===== config.mk =====
export PLATFORM = sky130hd
export DESIGN_NAME = ilc_chain_top
export DESIGN_NICKNAME = d
export VERILOG_FILES = /design/src/rtl/ilc_pkg.sv /design/src/rtl/ilc_chain_reg.sv /design/src/rtl/ilc_addr_reg.sv /design/src/rtl/ilc_word_count.sv /design/src/rtl/ilc_chain_top.sv
export SDC_FILE = /design/constraint.sdc
export NUM_CORES = 1
export LEC_CHECK = 0
export BUFFER_PORTS_ARGS = -buffer_cell sky130_fd_sc_hd__buf_4
export CAP_MARGIN = 15
export CORE_MARGIN = 2
export CORE_UTILIZATION = 40
export CTS_BUF_LIST = sky130_fd_sc_hd__clkbuf_8
export DETAILED_ROUTE_END_ITERATION = 10
export SYNTH_ARGS = -nofsm -noshare
export SYNTH_HDL_FRONTEND = slang
export SYNTH_SLANG_ARGS = --single-unit
export TNS_END_PERCENT = 100

===== constraint.sdc =====
create_clock -name clk_i -period 2.45 [get_ports clk_i]
set_input_delay 0.1225 -clock clk_i [delete_from_list [all_inputs] [get_ports clk_i]]
set_output_delay 0.1225 -clock clk_i [all_outputs]
set_load 0.01 [all_outputs]

===== src/rtl/ilc_pkg.sv =====
package ilc_pkg;

    // Decoded command, one per cycle, chosen by strobe priority
    typedef enum logic [2:0] {
        CMD_IDLE  = 3'd0,
        CMD_CLEAR = 3'd1,
        CMD_LOAD  = 3'd2,
        CMD_WIDEN = 3'd3,
        CMD_CHAIN = 3'd4,
        CMD_STEP  = 3'd5
    } ilc_cmd_e;

endpackage


===== src/rtl/ilc_chain_reg.sv =====
module ilc_chain_reg
    import ilc_pkg::*;
#(
    parameter int PAGE_W = 5
) (
    input  logic              clk_i,
    input  logic              rst_i,
    input  ilc_cmd_e          cmd_i,
    input  logic [PAGE_W:0]   field_i,
    input  logic              take_i,
    output logic              arm_o,
    output logic [PAGE_W-1:0] page_o,
    output logic              pend_o
);

    typedef struct packed {
        logic              arm;
        logic [PAGE_W-1:0] page;
        logic              pend;
    } chain_t;

    chain_t st_d, st_q;

    always_comb begin
        st_d = st_q;
        if (cmd_i == CMD_CHAIN) begin
            st_d.arm  = field_i[PAGE_W];
            st_d.page = field_i[PAGE_W-1:0];
            st_d.pend = 1'b1;
        end else if (take_i) begin
            st_d.pend = 1'b0;
        end
    end

    always_ff @(posedge clk_i) begin
        if (rst_i) st_q <= '0;
        else       st_q <= st_d;
    end

    assign arm_o  = st_q.arm;
    assign page_o = st_q.page;
    assign pend_o = st_q.pend;

    AST_CHAIN_SETS_PEND: assert property (@(posedge clk_i) disable iff (rst_i)
        cmd_i == CMD_CHAIN |=> pend_o);
    AST_PEND_HOLDS: assert property (@(posedge clk_i) disable iff (rst_i)
        (pend_o && cmd_i != CMD_STEP) |=> pend_o);

endmodule


===== src/rtl/ilc_addr_reg.sv =====
module ilc_addr_reg
    import ilc_pkg::*;
#(
    parameter int ADDR_W     = 16,
    parameter int LOW_W      = 14,
    parameter int PAGE_SHIFT = 11,
    parameter int PAGE_W     = 5
) (
    input  logic                    clk_i,
    input  logic                    rst_i,
    input  ilc_cmd_e                cmd_i,
    input  logic [LOW_W-1:0]        low_i,
    input  logic [ADDR_W-LOW_W-1:0] hi_i,
    input  logic                    pend_i,
    input  logic                    arm_i,
    input  logic [PAGE_W-1:0]       page_i,
    output logic [ADDR_W-1:0]       addr_o,
    output logic                    take_o,
    output logic                    irq_o
);

    localparam int HI_W = ADDR_W - LOW_W;

    typedef struct packed {
        logic [ADDR_W-1:0] addr;
        logic              irq;
    } addr_t;

    addr_t             st_d, st_q;
    logic [ADDR_W-1:0] seq_addr;
    logic [ADDR_W-1:0] jump_addr;
    logic              take;

    always_comb begin
        seq_addr  = st_q.addr + 1'b1;
        jump_addr = ADDR_W'(page_i) << PAGE_SHIFT;
        take      = (cmd_i == CMD_STEP) && pend_i &&
                    (seq_addr[PAGE_SHIFT-1:0] == '0);
        st_d      = st_q;
        st_d.irq  = take && arm_i;
        case (cmd_i)
            CMD_CLEAR: st_d.addr = '0;
            CMD_LOAD:  st_d.addr = {st_q.addr[ADDR_W-1:LOW_W], low_i};
            CMD_WIDEN: st_d.addr = {hi_i, st_q.addr[LOW_W-1:0]};
            CMD_STEP:  st_d.addr = take ? jump_addr : seq_addr;
            default:   st_d.addr = st_q.addr;
        endcase
    end

    always_ff @(posedge clk_i) begin
        if (rst_i) st_q <= '0;
        else       st_q <= st_d;
    end

    assign addr_o = st_q.addr;
    assign take_o = take;
    assign irq_o  = st_q.irq;

    AST_LOAD_KEEPS_HIGH: assert property (@(posedge clk_i) disable iff (rst_i)
        cmd_i == CMD_LOAD |=> addr_o[ADDR_W-1:LOW_W] == $past(addr_o[ADDR_W-1:LOW_W]));
    AST_WIDEN_KEEPS_LOW: assert property (@(posedge clk_i) disable iff (rst_i)
        cmd_i == CMD_WIDEN |=> addr_o[LOW_W-1:0] == $past(addr_o[LOW_W-1:0]));
    AST_CLEAR_ADDR: assert property (@(posedge clk_i) disable iff (rst_i)
        cmd_i == CMD_CLEAR |=> addr_o == '0);
    AST_SEQ_STEP: assert property (@(posedge clk_i) disable iff (rst_i)
        (cmd_i == CMD_STEP && !pend_i) |=> addr_o == $past(addr_o) + 1'b1);
    AST_IRQ_ON_PAGE_START: assert property (@(posedge clk_i) disable iff (rst_i)
        irq_o |-> addr_o[PAGE_SHIFT-1:0] == '0);
    AST_IRQ_AFTER_STEP: assert property (@(posedge clk_i) disable iff (rst_i)
        irq_o |-> $past(cmd_i) == CMD_STEP);
    AST_IRQ_ONE_CYCLE: assert property (@(posedge clk_i) disable iff (rst_i)
        irq_o |=> !irq_o);

endmodule


===== src/rtl/ilc_word_count.sv =====
module ilc_word_count
    import ilc_pkg::*;
#(
    parameter int CNT_W = 15,
    parameter int LOW_W = 10
) (
    input  logic                   clk_i,
    input  logic                   rst_i,
    input  ilc_cmd_e               cmd_i,
    input  logic [LOW_W-1:0]       low_i,
    input  logic [CNT_W-LOW_W-1:0] hi_i,
    output logic [CNT_W-1:0]       count_o,
    output logic                   zero_o,
    output logic                   active_o
);

    typedef struct packed {
        logic [CNT_W-1:0] count;
        logic             active;
    } cnt_t;

    cnt_t st_d, st_q;

    always_comb begin
        st_d = st_q;
        case (cmd_i)
            CMD_CLEAR: st_d.count = '0;
            CMD_LOAD: begin
                st_d.count  = {st_q.count[CNT_W-1:LOW_W], low_i};
                st_d.active = 1'b1;
            end
            CMD_WIDEN: st_d.count = {hi_i, st_q.count[LOW_W-1:0]};
            CMD_STEP:  st_d.count = st_q.count - 1'b1;
            default:   st_d.count = st_q.count;
        endcase
    end

    always_ff @(posedge clk_i) begin
        if (rst_i) st_q <= '0;
        else       st_q <= st_d;
    end

    assign count_o  = st_q.count;
    assign zero_o   = (st_q.count == '0);
    assign active_o = st_q.active;

    AST_STEP_DECREMENT: assert property (@(posedge clk_i) disable iff (rst_i)
        cmd_i == CMD_STEP |=> count_o == $past(count_o) - 1'b1);
    AST_CLEAR_COUNT: assert property (@(posedge clk_i) disable iff (rst_i)
        cmd_i == CMD_CLEAR |=> zero_o);
    AST_LOAD_ACTIVE: assert property (@(posedge clk_i) disable iff (rst_i)
        cmd_i == CMD_LOAD |=> active_o);

endmodule


===== src/rtl/ilc_chain_top.sv =====
module ilc_chain_top
    import ilc_pkg::*;
#(
    parameter int ADDR_W     = 16,
    parameter int LOW_MA_W   = 14,
    parameter int CNT_W      = 15,
    parameter int LOW_WC_W   = 10,
    parameter int PAGE_SHIFT = 11,
    parameter int PAGE_W     = 5
) (
    input  logic                         clk_i,
    input  logic                         rst_i,
    input  logic                         ilc_alert_i,
    input  logic                         ilc_load_i,
    input  logic                         widen_i,
    input  logic                         chain_load_i,
    input  logic                         step_i,
    input  logic [LOW_MA_W+LOW_WC_W-1:0] ctl_word_i,
    output logic [ADDR_W-1:0]            addr_o,
    output logic [CNT_W-1:0]             count_o,
    output logic                         count_zero_o,
    output logic                         ilc_active_o,
    output logic                         chain_pend_o,
    output logic                         chain_irq_o
);

    localparam int HI_MA_W = ADDR_W - LOW_MA_W;
    localparam int HI_WC_W = CNT_W - LOW_WC_W;
    localparam int CHAIN_W = PAGE_W + 1;

    ilc_cmd_e          cmd;
    logic              take;
    logic              arm;
    logic [PAGE_W-1:0] page;

    // Priority: clear, load, widen, chain, step
    always_comb begin
        if      (ilc_alert_i)  cmd = CMD_CLEAR;
        else if (ilc_load_i)   cmd = CMD_LOAD;
        else if (widen_i)      cmd = CMD_WIDEN;
        else if (chain_load_i) cmd = CMD_CHAIN;
        else if (step_i)       cmd = CMD_STEP;
        else                   cmd = CMD_IDLE;
    end

    ilc_chain_reg #(.PAGE_W(PAGE_W)) u_chain (
        .clk_i   (clk_i),
        .rst_i   (rst_i),
        .cmd_i   (cmd),
        .field_i (ctl_word_i[CHAIN_W-1:0]),
        .take_i  (take),
        .arm_o   (arm),
        .page_o  (page),
        .pend_o  (chain_pend_o)
    );

    ilc_addr_reg #(
        .ADDR_W     (ADDR_W),
        .LOW_W      (LOW_MA_W),
        .PAGE_SHIFT (PAGE_SHIFT),
        .PAGE_W     (PAGE_W)
    ) u_addr (
        .clk_i  (clk_i),
        .rst_i  (rst_i),
        .cmd_i  (cmd),
        .low_i  (ctl_word_i[LOW_MA_W-1:0]),
        .hi_i   (ctl_word_i[HI_MA_W-1:0]),
        .pend_i (chain_pend_o),
        .arm_i  (arm),
        .page_i (page),
        .addr_o (addr_o),
        .take_o (take),
        .irq_o  (chain_irq_o)
    );

    ilc_word_count #(
        .CNT_W (CNT_W),
        .LOW_W (LOW_WC_W)
    ) u_count (
        .clk_i    (clk_i),
        .rst_i    (rst_i),
        .cmd_i    (cmd),
        .low_i    (ctl_word_i[LOW_MA_W +: LOW_WC_W]),
        .hi_i     (ctl_word_i[HI_MA_W +: HI_WC_W]),
        .count_o  (count_o),
        .zero_o   (count_zero_o),
        .active_o (ilc_active_o)
    );

    AST_CLEAR_WINS: assert property (@(posedge clk_i) disable iff (rst_i)
        ilc_alert_i |=> (addr_o == '0 && count_o == '0));
    AST_JUMP_CLEARS_PEND: assert property (@(posedge clk_i) disable iff (rst_i)
        chain_irq_o |-> !chain_pend_o);

endmodule


==> After elaboration in Yosys (flattened, before gate mapping) <==
Cells that the tools add are included.
{ "totals": {"register_bits": 40, "input_bits": 31, "output_inout_bits": 35, "wordCells": 38} }
{ "classes": {"add_sub_neg": 2, "n_eq_ne": 5, "muxes": 10, "bitwise": 2, "n_reduce_logical": 10} }
{ "ops": {"columns": ["op", "n"], "rows": [
  ["$pmux W16 S4", 1],
  ["$pmux W15 S4", 1],
  ["$add A16 B1 Y16 const B", 1],
  ["$mux W16", 1],
  ["$logic_not A15 Y1", 1],
  ["$mux W3", 5],
  ["$sub A15 B1 Y15 const B", 1],
  ["$logic_not A11 Y1", 1],
  ["$eq A3 B2 Y1 const B", 2],
  ["$eq A3 B3 Y1 const B", 2],
  ["$reduce_bool A3 Y1", 2],
  ["$reduce_and A2 Y1", 2],
  ["$eq A3 B1 Y1 const B", 1],
  ["$logic_and A1 B1 Y1", 3],
  ["$mux W1", 2],
  ["$not A1 Y1", 2],
  ["$reduce_bool A2 Y1", 1]
]} }

==> Depth between registers and ports, before layout <==
Gate-level depths: netlist (run 1).
{ "logic_depth": {"ltp_word": 10, "depth_mapped": 8} }

==> By module <==
A second synthesis (run 1) with hierarchy kept.
{ "hier_totals": {"cells_unflattened": 392, "hier_area_um2": 3014.1} }
{ "by_module_without_submodules": {"columns": ["module", "instances", "cells_per_inst", "area_each_um2", "seq_area_each_um2"], "rows": [
  ["ilc_addr_reg", 1, 216, 1525.2, 340.3],
  ["ilc_word_count", 1, 139, 1132.3, 320.3],
  ["ilc_chain_reg", 1, 30, 319.1, 140.1],
  ["ilc_chain_top", 1, 7, 37.5, 0.0]
]} }

==> Worst setup path before layout (run 1) <==
OpenSTA, ideal clock, no wires.
{ "synth_timing": {"path_kind": "reg-to-reg", "start": "register u_addr.st_q (netlist bit u_addr.addr_o[0])", "end": "register u_addr.st_q (netlist bit u_addr.addr_o[14])", "setup_ns": 0.074, "arrival_time_ns": 2.036, "required_time_ns": 2.376, "path_slack_ns": 0.340, "path_stages_with_launch": 8, "n_path_buf": 0, "cell_sequence": "dfxtp_1 -> ha_1 -> nand4_1 -> a2111oi_0 -> o21a_2 -> o211ai_4 -> or3_1 -> a31oi_1"} }
{ "synth_via": {"elab_chain_len": 5} }
{ "synth_rtl": {"columns": ["element", "line", "text"], "rows": [
  ["start: declaration", "ilc_addr_reg.sv:29", "addr_t st_d, st_q;"],
  ["start signal: assignment", "ilc_addr_reg.sv:52", "else st_q <= st_d;"],
  ["$add A16 B1 Y16 *", "ilc_addr_reg.sv:35", "seq_addr = st_q.addr + 1'b1;"],
  ["$logic_not A11 Y1", "ilc_addr_reg.sv:38", "(seq_addr[PAGE_SHIFT-1:0] == '0);"],
  ["$logic_and A1 B1 Y1", "ilc_addr_reg.sv:37", "take = (cmd_i == CMD_STEP) && pend_i &&"],
  ["$mux W16 *", "ilc_addr_reg.sv:45", "CMD_STEP: st_d.addr = take ? jump_addr : seq_addr;"],
  ["$pmux W16 S4 *", "ilc_addr_reg.sv:41", "case (cmd_i)"]
]} }
Every way passes the cells marked *; elsewhere a longest branch is shown, timed or not.
A chain may end at the register's enable or synchronous reset.

==> Worst setup path in the final report (run 1) <==
{ "layout_timing": {"start": "register u_count.st_q (netlist bit u_count.count_o[2])", "end": "output count_zero_o"} }
{ "layout_via": {"elab_chain_len": 1} }
{ "layout_rtl": {"columns": ["element", "line", "text"], "rows": [
  ["start: declaration", "ilc_word_count.sv:22", "cnt_t st_d, st_q;"],
  ["start signal: assignment", "ilc_word_count.sv:40", "else st_q <= st_d;"],
  ["$logic_not A15 Y1", "ilc_word_count.sv:44", "assign zero_o = (st_q.count == '0);"],
  ["end: declaration", "ilc_chain_top.sv:21", "output logic count_zero_o,"]
]} }
No other way between the ends.

==> impl_metrics.toml, run 1 <==
[run_status]
status = "complete, no violations"

[synth]
yosys-top-cells-area = "dfxtp_1, nor2_1, mux2i_1, a21oi_1, xor2_1"
seq_area_frac_synth_pct = 34.0
async_reset_ff_share_pct = 0
synth_commonest_cells = "nor2_1, dfxtp_1, a21oi_1"
synth_top_area_share_pct = 34.0
ys_types = 49
synth.most_common_cell = "nor2_1"
synth-edff-count = 0
synthCells = 299
ys_seq_elements = 40
synthFlopType = "dfxtp_1"
syn-cell-area_sq_um = 2350
synth.avg_cell_area_sq_um = 7.87
synth_top_area_cell = "dfxtp_1"
syn_nets = 333
synth_warnings = 0

[power_and_ir_drop]
leakage_nw = 1.29
p_sw_mw = 0.395
max-vdd-ir-drop_uv = 237
combPwrFrac_pct = 15.7
p_int_mw = 1.19
pwr_density_cell_nw_per_um2 = 524
power_frac_clock_pct = 40.4
seqPwrFrac_pct = 43.9
p_sw_share_pct = 24.9
p_total_mw = 1.59

[placed_design]
port_buffers = 65
placed_cell_area_sq_um = 2900
dpl_worst_slack_ns = 0.294
placedCellCount = 425
dp_hpwl_um = 4720
place.gp.congestion = 0.807

[clock_network]
postCtsHoldBufs = 0
numCtsBuffers = 5
cts_tree = "built"
cts_buffer_depth = 2
post-cts-setup-buffers = 0
clk_latency_ns = 0.29
root_buffer = "clkbuf_8"
path_clk_slew_ns = 0.08
htreeDepth = 2
clkSinkCount = 40
cts_resized = 0

[final_layout]
syn2layout_area_growth_pct = 28.6
final_cell_area_sq_um = 3030
fin_nets = 394
layout-drive-gt1-share_pct = 25.0
final_cells = 432
multi_input_area_sq_um = 1460
diodes = 0
fillCellCount = 570
regArea_sq_um = 801

[sta]
period_share_pct = 93.2
worst_pin_slew_ns = 0.654
worst_slack_ns = 0.166
final_max_slew_viol_count = 0
layout_min_cycle_time_ns = 2.28
slew_headroom_pct = 56.2
hold_viol_final = 0
fin_skew_ns = 0.00447
setup_tns_ns = 0
fmax_ghz = 0.438
rsz0062_at_grt = "false"
setup_violations = 0

[route]
drcViolationCount = 0
ant_nets = 0
drt_iter0_drc = 164
drt-pass1-iter-count = 4
vias_per_cell = 5.29
vias = 2285
wl_per_cell_um = 14.9
wl_met1_um = 3100
wl_met2_um = 2970
wl_um = 6450
maxUsedRoutingLayer = "met4"
wl_met3_um = 342

[floorplanning]
coreArea_sq_um = 5610
die_w_um = 80.7
initial_core_util_pct = 42.0
rows = 27
ios = 66
die_y_um = 80.7
die_area_sq_um = 6510

[setup_path]
cp_max_fo = 6
crit_chain = "or3_1 -> nor4_2 -> and4b_1 -> nor2b_1 -> buf_4"
crit_slowest_cell = "nor4_2"
crit_buf_inv = 1
cp_data_required_time_ns = 2.33
r2r_slack_ns = 0.30
worst-endpoint-arrival_ns = 2.16
max_stage_delay_ns = 0.47
crit_family = "simple AND/OR/NAND/NOR gates"
worstSetupPathType = "reg2out"
critPathLaunchType = "flop"
cp-end-kind = "output pin"

[global_routing]
grt.overflow.total = 0
first_global_vias = 2117
gr-usage-all-layers_pct = 21.0
grt_pass1_wl_um = 10700
antenna_found_initial = 0
grt_max_degree = 44

[flow_run]
maxCapViolCount = 0

[min_path]
hp-class = "in2reg"
[worst reg2reg max path, stage by stage (launching register included)]
cell and delay (ns):
dfxtp_1 0.34, ha_1 0.27, nand4_1 0.17, a2111oi_0 0.42, o21a_2 0.24, o211ai_4 0.13
or3_1 0.33, a31oi_1 0.18
[placed cells by master, fill, tap and decap left out, drive strengths merged, types with 5 or more instances in the layout]
cell type and n:
a21oi 29, a22oi 6, buf 69, clkbuf 5
dfxtp 40, inv 8, mux2i 17, nand2 27
nand3 6, nor2 55, nor3 6, o21ai 13
or3 6, xnor2 7, xor2 15
[flip-flops by register name, summed over array words and instances (netlist names)]
register and cells:
u_addr.addr_o 16, u_count.count_o 15, u_chain.page_o 5, u_addr.irq_o 1
u_chain.arm_o 1, u_chain.pend_o 1, u_count.active_o 1
[path summary, 6_finish.rpt]
path	startpoint	endpoint	depth (start not counted)
hold reg to reg	u_count.active_o$_SDFFE_PP0N_	u_count.active_o$_SDFFE_PP0N_	2
setup reg to reg	u_addr.addr_o[0]$_SDFFE_PP0P_	u_addr.addr_o[14]$_SDFFE_PP0P_	7
hold / removal	ctl_word_i[10]	u_addr.addr_o[10]$_SDFFE_PP0P_	3
setup / recovery	u_count.count_o[2]$_SDFFE_PP0P_	count_zero_o	5
[final cells by class]
type                    count  share of cell area, %
flip-flops and latches     40                   26.5
multi-input cells         236                   48.2
well taps                  72                   2.98
repair buffers             69                   17.1
clock inverters             2                   1.98
inverters                   8                  0.992
clock buffers               5                   2.27
[power groups by stage]
| stage | Combinational [mW] | Sequential (mW) | Clock, mW |
|---|---|---|---|
| 2_1_floorplan | 0.135 | 0.714 | 0 |
| 3_3_place_gp | 0.248 | 0.711 | 0 |
| 3_5_place_dp | 0.250 | 0.711 | 0 |
| 4_1_cts | 0.251 | 0.696 | 0.659 |
| 5_1_grt | 0.276 | 0.700 | 0.696 |
| 6_report | 0.249 | 0.696 | 0.641 |
[cells by family after synthesis]
logic type      synth area share, %
simple gates                   28.4
mux                            7.39
fa+ha+maj                      1.60
xor+xnor                       8.19
compound gates                 16.4
buf+inv                        3.99
flops                          34.0
[routing by layer]
| metal | vias up | global-route usage [%] |
|---|---|---|
| met4 | 0 | 4.07 |
| met1 | 1054 | 29.6 |
| met5 | - | 0 |
| met3 | 4 | 4.38 |
| li1 | 1171 | - |
| met2 | 56 | 33.4 |
[stage by stage]
stage / hold WS [ns] / utilization (%)
global placement: 0.355 / 51.7
global route: 0.0444 / 54.0
CTS: 0.0526 / 54.0
floorplan: 0.192 / -
finish: 0.0585 / 54.0
detailed placement: 0.361 / 51.7
Note: power is estimated with default switching activity, not from simulation.
==> inputs of run 2 (changes only) <==
--- a/config.mk
+++ b/config.mk
@@ -8,9 +8,10 @@
 export BUFFER_PORTS_ARGS = -buffer_cell sky130_fd_sc_hd__buf_4
 export CAP_MARGIN = 15
 export CORE_MARGIN = 2
-export CORE_UTILIZATION = 40
+export CORE_UTILIZATION = 41
 export CTS_BUF_LIST = sky130_fd_sc_hd__clkbuf_8
 export DETAILED_ROUTE_END_ITERATION = 10
+export PLACE_DENSITY = 0.65
 export SYNTH_ARGS = -nofsm -noshare
 export SYNTH_HDL_FRONTEND = slang
 export SYNTH_SLANG_ARGS = --single-unit
==> run 2 against run 1 <==
  * Utilization shrank 0.31 points
  * Hold slack worse by 0.0055 ns
  * Die area decreased by 2.3%
==> impl_metrics.toml, run 2 (synthesized netlist as in run 1, its figures left out) <==
[clock_network]
numCtsBuffers = 5
root_buffer = "clkbuf_8"
cts_tree = "built"
cts_buffer_depth = 2
cts_resized = 0
clkSinkCount = 40
path_clk_slew_ns = 0.08
postCtsHoldBufs = 0
clk_latency_ns = 0.30
htreeDepth = 2
post-cts-setup-buffers = 0

[global_routing]
busiest_layer = "met2"
antenna_found_initial = 0
met1_usage_pct = 28.7
grt_max_degree = 45
grt.overflow.total = 0
gr-usage-all-layers_pct = 20.5
use_met2_pct = 31.8
first_global_vias = 2074
use_met3_pct = 3.39
grt_pass1_wl_um = 10100

[flow_run]
maxCapViolCount = 0

[power_and_ir_drop]
leakage_nw = 1.27
p_int_mw = 1.01
power_frac_clock_pct = 32.4
p_sw_share_pct = 27.7
max-vdd-ir-drop_uv = 277
combPwrFrac_pct = 17.6
p_sw_mw = 0.386
seqPwrFrac_pct = 50.0
pwr_density_cell_nw_per_um2 = 469
p_total_mw = 1.39

[min_path]
hp-class = "in2reg"
hold_depth = 3

[floorplanning]
die_y_um = 79.8
ios = 66
coreArea_sq_um = 5540
die_area_sq_um = 6360
die_w_um = 79.8
initial_core_util_pct = 42.5
rows = 27

[sta]
setup_tns_ns = 0
final_max_slew_viol_count = 0
rsz0062_at_grt = "false"
hold_viol_final = 0
period_share_pct = 93.5
slew_headroom_pct = 60.5
layout_min_cycle_time_ns = 2.29
setup_violations = 0
fin_skew_ns = 0.00555
worst_pin_slew_ns = 0.589
fmax_ghz = 0.436

[setup_path]
cp_max_fo = 6
cp-end-kind = "output pin"
worstSetupPathType = "reg2out"
worst-endpoint-arrival_ns = 2.17
critPathLaunchType = "flop"
r2r_cells = 7
cp_data_required_time_ns = 2.33

[route]
wl_um = 6220
ant_nets = 0
wl_per_cell_um = 14.4
drt-pass1-iter-count = 4
drcViolationCount = 0
vias = 2289
drt_iter0_drc = 119
vias_per_cell = 5.31

[final_layout]
final_cell_mix = "buf_4, nor2_1, dfxtp_1"
regArea_sq_um = 801
final_cell_area_sq_um = 2970
fin_util_pct = 53.7
diodes = 0
layout-drive-gt1-share_pct = 24.2
multi_input_area_sq_um = 1460
fillCellCount = 582
layout_commonest_cell = "buf_4"
largest_reg_flops = 16
fin_nets = 392
syn2layout_area_growth_pct = 26.3

[placed_design]
placed_cell_area_sq_um = 2880
port_buffers = 65
dp_hpwl_um = 4540
place.gp.congestion = 0.816

[run_status]
status = "complete, no violations"
==> run 2: cell types whose count changed in the layout (fill, tap and decap cells not counted), sizes merged <==
cell / change
bufinv: -2
inv: +2
buf: -2
clkbuf: +1
==> run 2: routing by layer <==
layer | wire length [um] | part of all wire (%)
met5 | 0 | 0
met4 | 87 | 1.4
met3 | 353 | 5.7
met2 | 2920 | 47
met1 | 2860 | 46
==> run 2: cell type report <==
cell class	count	share of cell area, %
Clock buffer	6	2.78
Clock inverter	2	0.253
Inverter	8	1.01
Multi-Input combinational cell	236	49.1
Sequential cell	40	26.9
Tap cell	72	3.03
Timing Repair Buffer	67	16.9
==> run 2: final timing paths <==
check | end | slack (ns) | from
min reg2reg | u_addr.irq_o$_SDFF_PP0_ | 0.48 | u_chain.arm_o$_SDFFE_PP0P_
max | count_zero_o | 0.16 | u_count.count_o[2]$_SDFFE_PP0P_
max reg2reg | u_addr.addr_o[14]$_SDFFE_PP0P_ | 0.18 | u_addr.addr_o[1]$_SDFFE_PP0P_
min | u_addr.addr_o[8]$_SDFFE_PP0P_ | 0.05 | ctl_word_i[8]
==> run 2: worst max-delay path: stages (launching register included) <==
cell and delay [ns]:
dfxtp_1 0.36, or3_1 0.47, nor4_2 0.45, and4b_1 0.31, nor2b_1 0.14, buf_4 0.12
==> run 2: metrics by stage <==
stage	std cells	setup WS [ns]	hold slack, ns
2_1_floorplan	299	0.340	0.192
3_3_place_gp	423	0.326	0.352
3_5_place_dp	423	0.201	0.362
4_1_cts	431	0.125	0.0494
5_1_grt	431	0.0190	0.0658
6_report	431	0.159	0.0530
==> run 2: power by group through the flow <==
stage	clock, mW	combinational, mW	sequential (mW)
floorplan	0	0.135	0.714
global placement	0	0.244	0.712
detailed placement	0	0.246	0.712
CTS	0.467	0.247	0.697
global route	0.492	0.271	0.701
finish	0.452	0.245	0.697
==> inputs of run 3 (changes only) <==
--- a/config.mk
+++ b/config.mk
@@ -11,7 +11,9 @@
 export CORE_UTILIZATION = 41
 export CTS_BUF_LIST = sky130_fd_sc_hd__clkbuf_8
 export DETAILED_ROUTE_END_ITERATION = 10
+export GPL_ROUTABILITY_DRIVEN = 0
 export PLACE_DENSITY = 0.65
+export REMOVE_ABC_BUFFERS = 1
 export SYNTH_ARGS = -nofsm -noshare
 export SYNTH_HDL_FRONTEND = slang
 export SYNTH_SLANG_ARGS = --single-unit
==> run 3 against run 2 <==
  * Largest power group unchanged
  * Largest cell class unchanged
  * Wire length increased by 0.51%
  * Total power decreased by 3.1%
  * Clock-buffer cell count decreased by 1
  * Global-route usage decreased by 0.43 points
  * Flip-flop and latch count unchanged
  * Highest routed layer unchanged
==> impl_metrics.toml, run 3 (synthesized netlist as in run 1, its figures left out) <==
[clock_network]
clk_latency_ns = 0.29
cts_resized = 0
postCtsHoldBufs = 0
clkSinkCount = 40
cts_buffer_depth = 2
path_clk_slew_ns = 0.08
htreeDepth = 2
post-cts-setup-buffers = 0
cts_tree = "built"
root_buffer = "clkbuf_8"
numCtsBuffers = 5

[global_routing]
grt.overflow.total = 0
first_global_vias = 2163
antenna_found_initial = 0
gr-usage-all-layers_pct = 20.1
grt_pass1_wl_um = 10000
grt_max_degree = 44

[final_layout]
layout-drive-gt1-share_pct = 24.4
largest_reg_flops = 16
final_cells = 429
layout_commonest_cell = "buf_4"
diodes = 0
final_cell_mix = "buf_4, nor2_1, dfxtp_1"
final_cell_area_sq_um = 2960
syn2layout_area_growth_pct = 25.7
fin_nets = 393

[floorplanning]
initial_core_util_pct = 42.5
die_y_um = 79.8
ios = 66
die_w_um = 79.8
die_area_sq_um = 6360
coreArea_sq_um = 5540
rows = 27

[route]
wl_um = 6250
wl_per_cell_um = 14.6
ant_nets = 0
vias = 2360
drt_iter0_drc = 138
drt-pass1-iter-count = 4
drcViolationCount = 0
vias_per_cell = 5.50

[power_and_ir_drop]
leakage_nw = 1.26
max-vdd-ir-drop_uv = 251
pwr_density_cell_nw_per_um2 = 457

[setup_path]
timing.rr.end = "u_addr.addr_o[14]$_SDFFE_PP0P_"
cp_data_required_time_ns = 2.33
cp_max_fo = 6
crit_family = "simple AND/OR/NAND/NOR gates"
worst-endpoint-arrival_ns = 2.12
r2r_start = "u_addr.addr_o[0]$_SDFFE_PP0P_"
worstSetupPathType = "reg2out"
crit_slowest_cell = "or3_1"
crit_chain = "or3_1 -> nor4_2 -> and4b_1 -> nor2b_1 -> buf_4"
critPathLaunchType = "flop"
max_stage_delay_ns = 0.48
r2r_cells = 7
crit_buf_inv = 1
cp-end-kind = "output pin"
r2r_slack_ns = 0.34

[sta]
fin_skew_ns = 0.00682
worst_pin_slew_ns = 0.706
fmax_ghz = 0.445
setup_violations = 0
layout_min_cycle_time_ns = 2.25
slew_headroom_pct = 52.7
period_share_pct = 91.7
holdWs_ns = 0.0581
final_max_slew_viol_count = 0
worst_slack_ns = 0.203
hold_viol_final = 0
rsz0062_at_grt = "false"
setup_tns_ns = 0

[min_path]
min_from = "ctl_word_i[7]"
whs_endpoint = "u_addr.addr_o[7]$_SDFFE_PP0P_"
hold_depth = 3
hp-class = "in2reg"

[placed_design]
dpl_worst_slack_ns = 0.358
placedCellCount = 424
port_buffers = 65
placed_cell_area_sq_um = 2890
dp_hpwl_um = 4580

[run_status]
status = "complete, no violations"

[flow_run]
maxCapViolCount = 0
run 3: changes by cell type in the layout (fill, tap and decap cells not counted):
cell,delta
inv_1,-2
buf_4,+1
clkbuf_8,-1
run 3: worst max-delay path by stage:
stage | from | endpoint | cells after the start
2_1_floorplan | u_addr.addr_o[0]$_SDFFE_PP0P_ | u_addr.addr_o[14]$_SDFFE_PP0P_ | 7
5_1_grt | u_count.count_o[2]$_SDFFE_PP0P_ | count_zero_o | 5
4_1_cts | u_count.count_o[4]$_SDFFE_PP0P_ | count_zero_o | 5
6_report | u_count.count_o[4]$_SDFFE_PP0P_ | count_zero_o | 5
3_3_place_gp | u_addr.addr_o[2]$_SDFFE_PP0P_ | u_addr.addr_o[1]$_SDFFE_PP0P_ | 6
3_5_place_dp | u_addr.addr_o[0]$_SDFFE_PP0P_ | u_addr.addr_o[14]$_SDFFE_PP0P_ | 7
run 3: stage by stage:
| step | utilization (%) | power [mW] |
|---|---|---|
| final | 53.4 | 1.35 |
| after detailed placement | 52.2 | 0.960 |
| after floorplan | - | 0.832 |
| after global routing | 53.4 | 1.41 |
| after global placement | 52.2 | 0.956 |
| after CTS | 53.4 | 1.37 |
run 3: worst reg2reg max path: cells and delay by family (launching register included):
kind | cells | cell delay (ns)
adders and majority gates | 1 | 0.29
AOI/OAI and AO/OA | 4 | 0.91
and+or+nand+nor | 2 | 0.50
DFF | 1 | 0.35
run 3: layer usage:
layer,GRT usage [%],wire (um),vias to the layer above
met3,4.98,431,9
met1,25.5,2730,1095
li1,-,-,1171
met5,0,0,-
met2,33.4,3000,85
met4,6.27,87,0
run 3: layout make-up:
| cell class | instances | area [sq um] |
|---|---|---|
| clock buffers | 5 | 68.8 |
| fillers | 569 | 2580 |
| multi-input cells | 236 | 1460 |
| inverters | 8 | 30.0 |
| well taps | 72 | 90.1 |
| flip-flops and latches | 40 | 801 |
| repair buffers | 68 | 510 |
run 3: report_power, final:
part | leakage (nW) | switching [mW] | internal (mW)
registers | 0.325 | 0.0250 | 0.671
clock network | 0.0359 | 0.224 | 0.184
logic | 0.900 | 0.130 | 0.118
